[config.mk]
export PLATFORM = sky130hd
export DESIGN_NAME = wag_buffer
export DESIGN_NICKNAME = d
export VERILOG_FILES = /design/src/rtl/wag_pkg.sv /design/src/rtl/wag_in_port.sv /design/src/rtl/wag_out_port.sv /design/src/rtl/wag_slots.sv /design/src/rtl/wag_buffer.sv
export SDC_FILE = /design/constraint.sdc
export NUM_CORES = 1
export LEC_CHECK = 0
export ABC_AREA = 1
export BUFFER_PORTS_ARGS = -buffer_cell sky130_fd_sc_hd__buf_4
export CAP_MARGIN = 20
export CORE_ASPECT_RATIO = 1.4
export CORE_MARGIN = 2
export CORE_UTILIZATION = 35
export DETAILED_ROUTE_END_ITERATION = 16
export HOLD_SLACK_MARGIN = 0.06
export PLACE_DENSITY = 0.58
export SYNTH_ARGS = -nofsm -noshare
export SYNTH_HDL_FRONTEND = slang
export SYNTH_HIERARCHICAL = 1
export SYNTH_SLANG_ARGS = --single-unit
[constraint.sdc]
create_clock -name clk -period 2 [get_ports clk]
set_clock_uncertainty 0.05 [all_clocks]
set_input_delay 0 -clock clk [delete_from_list [all_inputs] [get_ports clk]]
set_output_delay 0 -clock clk [all_outputs]
set_load 0.01 [all_outputs]
[src/rtl/wag_pkg.sv]
package wag_pkg;

  // Which slot is emitted in the current step; FILL is the lone first input.
  typedef enum logic [1:0] {
    PH_FILL  = 2'd0,
    PH_OUT_X = 2'd1,
    PH_OUT_Y = 2'd2
  } phase_t;

  typedef enum logic [1:0] {
    IN_IDLE = 2'd0,
    IN_HOLD = 2'd1,
    IN_DONE = 2'd2
  } in_st_t;

  typedef enum logic [1:0] {
    OUT_SETUP = 2'd0,
    OUT_REQ   = 2'd1,
    OUT_REL   = 2'd2,
    OUT_DONE  = 2'd3
  } out_st_t;

  function automatic phase_t phase_after(phase_t p);
    phase_t n;
    case (p)
      PH_OUT_X: n = PH_OUT_Y;
      default:  n = PH_OUT_X;
    endcase
    return n;
  endfunction

  // Slot X is the write target in every step except the one that emits X.
  function automatic logic fills_x(phase_t p);
    return p != PH_OUT_X;
  endfunction

endpackage

[src/rtl/wag_in_port.sv]
module wag_in_port
  import wag_pkg::*;
(
  input  logic clk,
  input  logic rst_n,
  input  logic restart,
  input  logic in_req,
  output logic in_ack,
  output logic capture,
  output logic done
);

  in_st_t st;

  always_ff @(posedge clk) begin
    if (!rst_n) begin
      st <= IN_IDLE;
    end else if (restart) begin
      st <= IN_IDLE;
    end else begin
      case (st)
        IN_IDLE: if (in_req)  st <= IN_HOLD;
        IN_HOLD: if (!in_req) st <= IN_DONE;
        default: st <= st;
      endcase
    end
  end

  assign capture = (st == IN_IDLE) && in_req && !restart;
  assign in_ack  = (st == IN_HOLD);
  assign done    = (st == IN_DONE);

  // acknowledge only answers a request seen high
  a_r4_ack_after_req: assert property (@(posedge clk) disable iff (!rst_n)
    $rose(in_ack) |-> $past(in_req));

  // acknowledge is withdrawn only after the request has dropped
  a_r5_ack_drop_after_req_low: assert property (@(posedge clk) disable iff (!rst_n)
    $fell(in_ack) |-> !$past(in_req));

endmodule

[src/rtl/wag_out_port.sv]
module wag_out_port
  import wag_pkg::*;
(
  input  logic clk,
  input  logic rst_n,
  input  logic restart,
  input  logic out_ack,
  output logic out_req,
  output logic done
);

  out_st_t st;

  always_ff @(posedge clk) begin
    if (!rst_n) begin
      st <= OUT_DONE;
    end else if (restart) begin
      st <= OUT_SETUP;
    end else begin
      case (st)
        OUT_SETUP: st <= OUT_REQ;
        OUT_REQ:   if (out_ack)  st <= OUT_REL;
        OUT_REL:   if (!out_ack) st <= OUT_DONE;
        default:   st <= st;
      endcase
    end
  end

  assign out_req = (st == OUT_REQ);
  assign done    = (st == OUT_DONE);

  // request rises only with acknowledge low, falls only after it was high
  a_r7_req_rise_ack_low: assert property (@(posedge clk) disable iff (!rst_n)
    $rose(out_req) |-> !$past(out_ack));

  a_r7_req_fall_after_ack: assert property (@(posedge clk) disable iff (!rst_n)
    $fell(out_req) |-> $past(out_ack));

endmodule

[src/rtl/wag_slots.sv]
module wag_slots #(
  parameter int DATA_W = 8
) (
  input  logic              clk,
  input  logic              rst_n,
  input  logic              cap_x,
  input  logic              cap_y,
  input  logic              emit_y,
  input  logic [DATA_W-1:0] in_data,
  output logic [DATA_W-1:0] out_data
);

  logic [DATA_W-1:0] slot_x;
  logic [DATA_W-1:0] slot_y;

  always_ff @(posedge clk) begin
    if (!rst_n) begin
      slot_x <= '0;
      slot_y <= '0;
    end else begin
      if (cap_x) slot_x <= in_data;
      if (cap_y) slot_y <= in_data;
    end
  end

  assign out_data = emit_y ? slot_y : slot_x;

  // at most one slot is written per cycle
  a_r8_single_write: assert property (@(posedge clk) disable iff (!rst_n)
    $onehot0({cap_x, cap_y}));

endmodule

[src/rtl/wag_buffer.sv]
module wag_buffer
  import wag_pkg::*;
#(
  parameter int DATA_W = 8
) (
  input  logic              clk,
  input  logic              rst_n,
  input  logic              in_req,
  output logic              in_ack,
  input  logic [DATA_W-1:0] in_data,
  output logic              out_req,
  input  logic              out_ack,
  output logic [DATA_W-1:0] out_data
);

  phase_t phase;
  logic   in_capture;
  logic   in_done;
  logic   out_done;
  logic   step_end;
  logic   cap_x;
  logic   cap_y;
  logic   emit_y;

  assign step_end = in_done && out_done;
  assign cap_x    = in_capture && fills_x(phase);
  assign cap_y    = in_capture && !fills_x(phase);
  assign emit_y   = (phase == PH_OUT_Y);

  always_ff @(posedge clk) begin
    if (!rst_n)        phase <= PH_FILL;
    else if (step_end) phase <= phase_after(phase);
  end

  wag_in_port i_in (
    .clk     (clk),
    .rst_n   (rst_n),
    .restart (step_end),
    .in_req  (in_req),
    .in_ack  (in_ack),
    .capture (in_capture),
    .done    (in_done)
  );

  wag_out_port i_out (
    .clk     (clk),
    .rst_n   (rst_n),
    .restart (step_end),
    .out_ack (out_ack),
    .out_req (out_req),
    .done    (out_done)
  );

  wag_slots #(.DATA_W(DATA_W)) i_slots (
    .clk      (clk),
    .rst_n    (rst_n),
    .cap_x    (cap_x),
    .cap_y    (cap_y),
    .emit_y   (emit_y),
    .in_data  (in_data),
    .out_data (out_data)
  );

  // nothing is offered before the first input step has closed
  a_r2_no_output_in_fill: assert property (@(posedge clk) disable iff (!rst_n)
    (phase == PH_FILL) |-> !out_req);

  // offered byte does not move while the request is up
  a_r6_out_data_stable: assert property (@(posedge clk) disable iff (!rst_n)
    out_req |-> $stable(out_data));

  // a step cannot close while the input side is still mid-handshake
  a_r8_step_waits_input: assert property (@(posedge clk) disable iff (!rst_n)
    in_ack |=> $stable(phase));

endmodule

; ---- Word-level counts from Yosys, hierarchy flattened
; Cells that the tools add are included.
[totals]
regBits = 22
in_bits = 12
out_inout_bits = 10
elab_cells = 41
[op_classes]
eq_ne = 12
muxes = 9
bitwise_logic = 1
n_reduce_logical = 14
[ops]
columns = operator, count
row1 = 2-bit two-way mux, 6
row2 = "2-bit == test, second input constant", 4
row3 = 8-bit two-way mux, 1
row4 = "2-bit by 1-bit == test with 1-bit output, second input constant", 3
row5 = 2-bit case mux with 3 select lines, 1
row6 = 3-bit AND reduction, 2
row7 = 1-bit logical AND, 5
row8 = 2-bit zero test, 2
row9 = "2-bit inequality test, second input constant", 2
row10 = 2-bit case mux with 2 select lines, 1
row11 = 4-bit nonzero test, 1
row12 = "3-bit by 1-bit inequality test with 1-bit output, second input constant", 1
row13 = "3-bit inequality test, second input constant", 1
row14 = 1-bit zero test, 2
row15 = "2-bit by 1-bit inequality test with 1-bit output, second input constant", 1
row16 = 2-bit nonzero test, 1
row17 = 2-bit OR reduction, 1
row18 = 1-bit inverter, 1

; ---- Logic depth before layout (Yosys ltp)
; Gate-level depths: netlist of the first run.
[logic_depth]
ltp_word = 5
ltp_mapped = 15
mapped_depth_nobuf = 13

; ---- Modules after synthesis
; Netlist of the first run, hierarchy kept.
[by_module_without_submodules]
columns = module, n_inst, cells_each, area_each_um2, seq_area_each_um2
row1 = wag_slots, 1, 119, 783.3, 320.3
row2 = wag_out_port, 1, 30, 219.0, 40.0
row3 = wag_buffer, 1, 18, 111.4, 40.0
row4 = wag_in_port, 1, 19, 111.4, 40.0

; ---- Worst setup path before layout of the first run
; OpenSTA, ideal clock, no wires.
[synth_timing]
path_kind = reg-to-reg
startpoint = reg i_out.st[0]
endpoint = reg i_slots.slot_y[5]
setup_time_ns = 0.113
arrival_time_ns = 1.482
t_required_ns = 1.837
setup_slack_ns = 0.355
path_stages_with_launch = 14
path_buffers = 2
period_less_slack_ns = 1.645
cell_sequence = dfxtp_1 ha_1 nand2_1 inv_1 inv_1 nand2_1 nor2_1 inv_1 nor3_1 buf_6 buf_8 nand2_2 nand2_1 nor2_1
[synth_via]
elab_chain_len = 5
[synth_lines]
columns = element, line
row1 = "start, declared", wag_out_port.sv:12  ; out_st_t st;
row2 = "start signal, assigned", wag_out_port.sv:24  ; default: st <= st;
row3 = 2-bit == test, wag_out_port.sv:30  ; assign done = (st == OUT_DONE);
row4 = via out_done, wag_buffer.sv:19  ; logic out_done;
row5 = 1-bit logical AND, wag_buffer.sv:25  ; assign step_end = in_done && out_done;
row6 = via step_end, wag_buffer.sv:20  ; logic step_end;
row7 = 1-bit zero test, wag_in_port.sv:29  ; assign capture = (st == IN_IDLE) && in_req && !restart;
row8 = 1-bit logical AND, wag_in_port.sv:29
row9 = via in_capture, wag_buffer.sv:17  ; logic in_capture;
row10 = 1-bit logical AND, wag_buffer.sv:27  ; assign cap_y = in_capture && !fills_x(phase);
row11 = via cap_y, wag_buffer.sv:22  ; logic cap_y;
row12 = "end signal, assigned", wag_slots.sv:22  ; if (cap_y) slot_y <= in_data;
row13 = "end, declared", wag_slots.sv:14  ; logic [DATA_W-1:0] slot_y;
; The timed path passes the listed nets, and every way through them passes these cells.
; A chain may end at the register's enable or synchronous reset.

; ---- Worst setup path after layout of the first run
[layout_timing]
startpoint = reg i_out.st[0]
endpoint = reg i_slots.slot_y[2]
; The elaborated chain is that of the path after synthesis.

==> results.toml, run 1 <==
[logic_synthesis]
syn-instance-count = 186
syn_area_um2 = 1220
ys_warn_count = 6
syn_nets = 203
yosys.area_share.xor_xnor_pct = 0
seq_area_frac_synth_pct = 36.0
synth_compound_area_share_pct = 3.98
synth_fa_ha_area_share_pct = 5.11
yosys.area_share.simple_pct = 38.1
yosysUniqueCellTypes = 16
synth.mux.area_fraction_pct = 0
synth_top_family_by_area = "simple AND/OR/NAND/NOR gates"
syn_area_per_cell_um2 = 6.59
ys_ff_latch = 22

[timing]
setup_viol = 0
finalHoldViolations = 0
fin_tns_setup_ns = 0
min_period_over_period_pct = 83.0
slew_headroom_pct = 77.5
maxSlewViolCount = 0
final.min_clock_period_ns = 1.66
fmax_mhz = 602
tightest_slew_ns = 0.337
whs_ns = 0.0657
rsz0062_at_grt = "false"

[setup_path]
crit_path_cell_trace = "ha_1 -> nand2_1 -> inv_1 -> inv_1 -> nand2_1 -> nor2_1 -> inv_1 -> nor3_2 -> buf_4 -> nand2_1 -> nand2_1 -> nor2_1"
cp-end-kind = "flip-flop"
cpMostUsedCell = "nand2_1"
critPathLaunchType = "flip-flop"
slowest_stage = "dfxtp_1"
crit_required_ns = 2.11
criticalPathCategory = "flip-flop to flip-flop"
crit_fanout = 16
max_stage_delay_ns = 0.35
arrival_ns = 1.77

[clocking]
cts.sinks = 22
post_cts_buffers = 0
cts_resized = 0
clockBufferDepth = 2
holdBufCountCts = 10
cts_tree = "built"
cts-root-buf = "clkbuf_8"
clk_latency_ns = 0.25
clk_pin_slew_ns = 0.07
cts_buffers = 3
cts.htree.levels = 1

[grt]
antenna_found_initial = 0
track_usage_pct = 13.1
grt_pass1_wl_um = 3940
grt-ovfl-total = 0
grt_pass1_vias = 1007
grt_max_degree = 22

[detailed_routing]
top_layer = "met4"
wl_met1_um = 1010
drt-total-wl_um = 2240
wl_met3_um = 80
first_pass_iters = 4
ant_nets = 0
via_count = 1064
drc_errors = 0
viasPerCell = 4.16
drtIter0Drc = 10
dr_wl_met2_um = 1130
wire_per_inst_um = 8.75

[layout]
drive_gt1_share_pct = 21.8
fillers = 380
area_growth_pct = 24.0
layout.nets = 235
antenna_cells = 0

[floorplanning]
start_util_pct = 36.3
rows = 25
io-pin-count = 22
die_x_um = 54
die_y_um = 74.0
die_area_um2 = 4000
fp.coreArea_um2 = 3380

[worst_hold_path]
min_path_type = "primary input to flip-flop"

[power_and_ir_drop]
ir_drop_mv = 0.499
power.density_nw_per_um2 = 747
cellLeakagePower_nw = 0.768

[placement]
globalplace.congestion = 0.714
io_buffers = 21
place_hpwl_um = 1670

[run_status]
status = "completed"

[job]
maxCapViolCount = 0
cells by family after synthesis:
family                     count (synthesis)
and+or+nand+nor                          110
buffers and inverters                     40
DFF                                       22
AOI/OAI and AO/OA                          9
adders and majority gates                  5
metrics by stage:
| step | cell area (µm²) | instances | setup slack [ns] | utilization, % | total power, mW |
|---|---|---|---|---|---|
| 6_report | 1520 | 256 | 0.339 | 45.0 | 1.13 |
| 3_3_place_gp | 1380 | 243 | 0.349 | 40.8 | 0.872 |
| 3_5_place_dp | 1380 | 243 | 0.328 | 40.8 | 0.871 |
| 5_1_grt | 1520 | 256 | 0.125 | 45.0 | 1.23 |
| 4_1_cts | 1520 | 256 | 0.317 | 45.0 | 1.16 |
| 2_1_floorplan | 1220 | 186 | 0.355 | - | 0.781 |
placed cells by master, fill, tap and decap left out:
cell type,Yosys,final
nor2_1,41,41
inv_1,29,29
nor3_2,0,1
ha_1,5,5
clkbuf_8,0,3
nor2_2,3,3
nand2_1,49,49
inv_2,4,4
a21oi_2,1,1
buf_4,2,24
dlygate4sd3_1,0,10
nand3_1,5,5
o21ai_0,8,8
nand2_2,8,8
nand3_2,3,3
dfxtp_1,22,22
worst paths after layout:
kind         slack, ns                              to                           start  depth (start not counted)
max               0.34  i_slots/slot_y[2]$_SDFFE_PN0P_        i_out/st[0]$_SDFFE_PN1P_                         12
min               0.07        i_out/st[1]$_SDFFE_PN1P_                         out_ack                          5
max reg2reg       0.34  i_slots/slot_y[2]$_SDFFE_PN0P_        i_out/st[0]$_SDFFE_PN1P_                         12
min reg2reg       0.42  i_slots/slot_x[4]$_SDFFE_PN0P_  i_slots/slot_x[4]$_SDFFE_PN0P_                          2
critical path, delay by kind of cell, from the launching register on:
family	cells	cell delay [ns]
fa+ha+maj	1	0.20
buf+inv	4	0.49
flops	1	0.35
simple gates	7	0.46
cell type report:
cell class | instances | area (µm²) | share of cell area [%]
clock buffer | 3 | 41.3 | 2.72
tap | 40 | 50.0 | 3.29
inverter | 33 | 124 | 8.15
multi-input combinational | 124 | 583 | 38.4
timing repair buffer | 34 | 280 | 18.5
sequential | 22 | 440 | 29.0
registers in the layout, summed over array words and instances (netlist names):
name / count
i_out/st: 2
i_slots/slot_x: 8
i_slots/slot_y: 8
phase: 2
i_in/st: 2
layer usage:
layer	vias to the layer above	track usage, %
met5	-	0
met4	0	5.83
met3	2	1.81
met2	16	24.9
met1	446	13.7
li1	600	-
synthesized netlist by cell type:
cell / count / area share (%)
a21oi_2: 1 / 0.72
ha_1: 5 / 5.1
nor2_1: 41 / 13
buf_8: 3 / 3.7
nand2_2: 8 / 4.1
nand2_1: 49 / 15
o21ai_0: 8 / 3.3
buf_4: 2 / 1.2
inv_2: 4 / 1.2
nor3_1: 1 / 0.41
buf_6: 2 / 1.8
inv_1: 29 / 8.9
nand3_2: 3 / 2.5
nand3_1: 5 / 2.0
dfxtp_1: 22 / 36
nor2_2: 3 / 1.5
power breakdown:
| part | switching (mW) | internal (mW) |
|---|---|---|
| Clock | 0.128 | 0.134 |
| Sequential | 0.0302 | 0.481 |
| Combinational | 0.197 | 0.164 |
(Power assumes the default switching activity.)
==> run 2: changes to the inputs <==
--- a/config.mk
+++ b/config.mk
@@ -5,7 +5,7 @@
 export SDC_FILE = /design/constraint.sdc
 export NUM_CORES = 1
 export LEC_CHECK = 0
-export ABC_AREA = 1
+export ABC_AREA = 0
 export BUFFER_PORTS_ARGS = -buffer_cell sky130_fd_sc_hd__buf_4
 export CAP_MARGIN = 20
 export CORE_ASPECT_RATIO = 1.4
@@ -13,7 +13,7 @@
 export CORE_UTILIZATION = 35
 export DETAILED_ROUTE_END_ITERATION = 16
 export HOLD_SLACK_MARGIN = 0.06
-export PLACE_DENSITY = 0.58
+export PLACE_DENSITY = 0.59
 export SYNTH_ARGS = -nofsm -noshare
 export SYNTH_HDL_FRONTEND = slang
 export SYNTH_HIERARCHICAL = 1
==> constraint.sdc (replaced) <==
create_clock -name clk -period 1.6 [get_ports clk]
set_clock_uncertainty 0.05 [all_clocks]
set_input_delay 0 -clock clk [delete_from_list [all_inputs] [get_ports clk]]
set_output_delay 0 -clock clk [all_outputs]
set_load 0.01 [all_outputs]
==> run 2 against run 1 <==
Against the previous run:
- the flow now finishes with violations (setup timing)
- utilization grew 7.0 points
- sequential cell count is the same
- fmax grew 0.45%
- clock power grew 95%
- register-to-register slack lost 0.39 ns
- synthesized cell count shrank 46%
- worst hold slack gained 0.065 ns
- wire length shrank 5.1%
- cell count shrank 29%
- sequential power grew 27%
- critical path type unchanged
- critical endpoint is now i_slots/slot_x[0]$_SDFFE_PN0P_
- largest cell class unchanged
==> results.toml, run 2 <==
[setup_path]
crit_path_cell_trace = "ha_4 -> and2_4 -> nor4b_4 -> a21boi_4 -> buf_6 -> mux2i_1 -> nor2b_1"
arrival_ns = 1.76
criticalPathCategory = "flip-flop to flip-flop"
slowest_stage = "dfxtp_2"
crit_required_ns = 1.71
crit_fanout = 5
cp-end-kind = "flip-flop"
critPathLaunchType = "flip-flop"
max_stage_delay_ns = 0.34

[logic_synthesis]
synthFlopType = "dfxtp_1"
synth.most_common_cell = "dfxtp_1"
seq_area_frac_synth_pct = 39.2
synth_top_area_cell = "dfxtp_1"
ys_warn_count = 6
synth_area_leaders = "dfxtp_1 39%, mux2i_1 16%, mux2_4 11%"
syn_area_per_cell_um2 = 11.2
syn-instance-count = 100
syn_nets = 117
synth_edf_count = 0
ys_ff_latch = 22
synth_common_cells = "22 x dfxtp_1, 18 x mux2i_1, 16 x nor2b_1, 8 x mux2_4, 5 x ha_1"
syn_area_um2 = 1120
yosysUniqueCellTypes = 25
synth_top_area_share_pct = 39.2
synthArstFlopShare_pct = 0

[timing]
fin_tns_setup_ns = -0.345
rsz0062_at_grt = "true"
whs_ns = 0.131
slew_headroom_pct = 76.9
final.min_clock_period_ns = 1.65
finalHoldViolations = 0
layout_setup_ws_ns = -0.0533
min_period_over_period_pct = 103
maxSlewViolCount = 0
tightest_slew_ns = 0.336
fmax_mhz = 605
setup_viol = 11

[layout]
final_area_um2 = 1610
layout_commonest_cell = "buf_4"
area_growth_pct = 42.8
antenna_cells = 0
layout.nets = 161
fillers = 283
drive_gt1_share_pct = 40.6
mostFrequentLayoutCells = "31 x buf_4, 19 x dfxtp_1, 18 x mux2i_1"
fin_cells = 182
final_core_util_pct = 51.9
top_regs = "i_slots/slot_x x8, i_slots/slot_y x8"
multi_input_area_um2 = 672
regArea_um2 = 444

[grt]
grt-ovfl-total = 0
antenna_found_initial = 0
track_usage_pct = 12.5
grt_max_degree = 22
grt_pass1_vias = 880
grt_pass1_wl_um = 3620

[placement]
globalplace.congestion = 0.634
pre_cts_ws_ns = -0.0958
place_hpwl_um = 1590
place_area_um2 = 1380
dp_cells = 167
io_buffers = 21

[floorplanning]
io-pin-count = 22
die_y_um = 71.1
die_x_um = 51.9
start_util_pct = 36.4
rows = 24
die_area_um2 = 3690
fp.coreArea_um2 = 3090

[clocking]
clk_latency_ns = 0.26
cts.sinks = 22
cts.htree.levels = 1
clockBufferDepth = 2
clk_pin_slew_ns = 0.08
cts-root-buf = "clkbuf_8"
cts_tree = "built"
cts_buffers = 3

[detailed_routing]
wire_per_inst_um = 11.7
drtIter0Drc = 11
via_count = 835
drc_errors = 0
viasPerCell = 4.59
drt-total-wl_um = 2130
first_pass_iters = 2
ant_nets = 0

[job]
maxCapViolCount = 0

[worst_hold_path]
min_path_type = "primary input to flip-flop"

[power_and_ir_drop]
total_power_mw = 1.78
cellLeakagePower_nw = 0.691
power.density_nw_per_um2 = 1110
ir_drop_mv = 0.634

[run_status]
status = "complete, but fails checks"
violations = "setup timing"
## run 2: cell types whose count changed after synthesis, moves of 16 or more
cell and change:
inv_1 -25, mux2i_1 +18, nand2_1 -49, nor2_1 -38, nor2b_1 +16
## run 2: worst paths after layout
check	startpoint	endpoint	slack [ns]	cells after the start
worst max register to register	i_out/st[1]$_SDFFE_PN1P_	i_slots/slot_x[0]$_SDFFE_PN0P_	-0.05	7
worst min-delay path	out_ack	i_out/st[1]$_SDFFE_PN1P_	0.13	4
worst max-delay path	i_out/st[1]$_SDFFE_PN1P_	i_slots/slot_x[0]$_SDFFE_PN0P_	-0.05	7
worst min register to register	i_in/st[1]$_SDFFE_PP0P_	i_in/st[1]$_SDFFE_PP0P_	0.42	2
## run 2: where the power goes
group | switching, mW | total, mW | leakage, nW | internal, mW
logic | 0.258 | 0.619 | 0.476 | 0.362
registers | 0.0413 | 0.649 | 0.179 | 0.608
clock network | 0.176 | 0.510 | 0.0357 | 0.334
total | 0.475 | 1.78 | 0.691 | 1.30
## run 2: cells by family after synthesis
| logic type | synth area share, % |
|---|---|
| AND/OR/NAND/NOR | 18.6 |
| buffers and inverters | 4.78 |
| flip-flops | 39.2 |
| multiplexers | 26.7 |
| AO/OA/AOI/OAI | 5.23 |
| adder cells (fa/ha/maj) | 5.56 |
## run 2: what timing repair did
| item | CTS | global route |
|---|---|---|
| endpoints found under the hold margin | 21 | 0 |
| setup endpoints to repair | 17 | 26 |
| hold buffers | 10 | 0 |
| setup buffers | 0 | 1 |
| pin swaps | 1 | 1 |
| resized for setup | 9 | 2 |
| gates cloned | 0 | 0 |
## run 2: cell type report
class / count / share of cell area (%)
multi-input cells: 70 / 41.8
clock buffers: 3 / 2.57
flip-flops and latches: 22 / 27.6
well taps: 39 / 3.04
inverters: 4 / 0.935
clock inverters: 1 / 1.87
repair buffers: 43 / 22.1
## run 2: critical path, delay by kind of cell, from the launching register on
family	cells	cell delay, ns
AO/OA/AOI/OAI	1	0.25
adder cells (fa/ha/maj)	1	0.15
buffers and inverters	1	0.15
flip-flops	1	0.34
multiplexers	1	0.18
AND/OR/NAND/NOR	3	0.43
## run 2: layer usage
metal	share of wire, %	global-route usage, %	vias up	wire, µm
met5	0	0	-	0
met4	1.2	4.39	0	26
met3	3.6	2.53	4	76
met2	54	23.2	17	1150
met1	41	13.6	387	878
li1	-	-	427	-
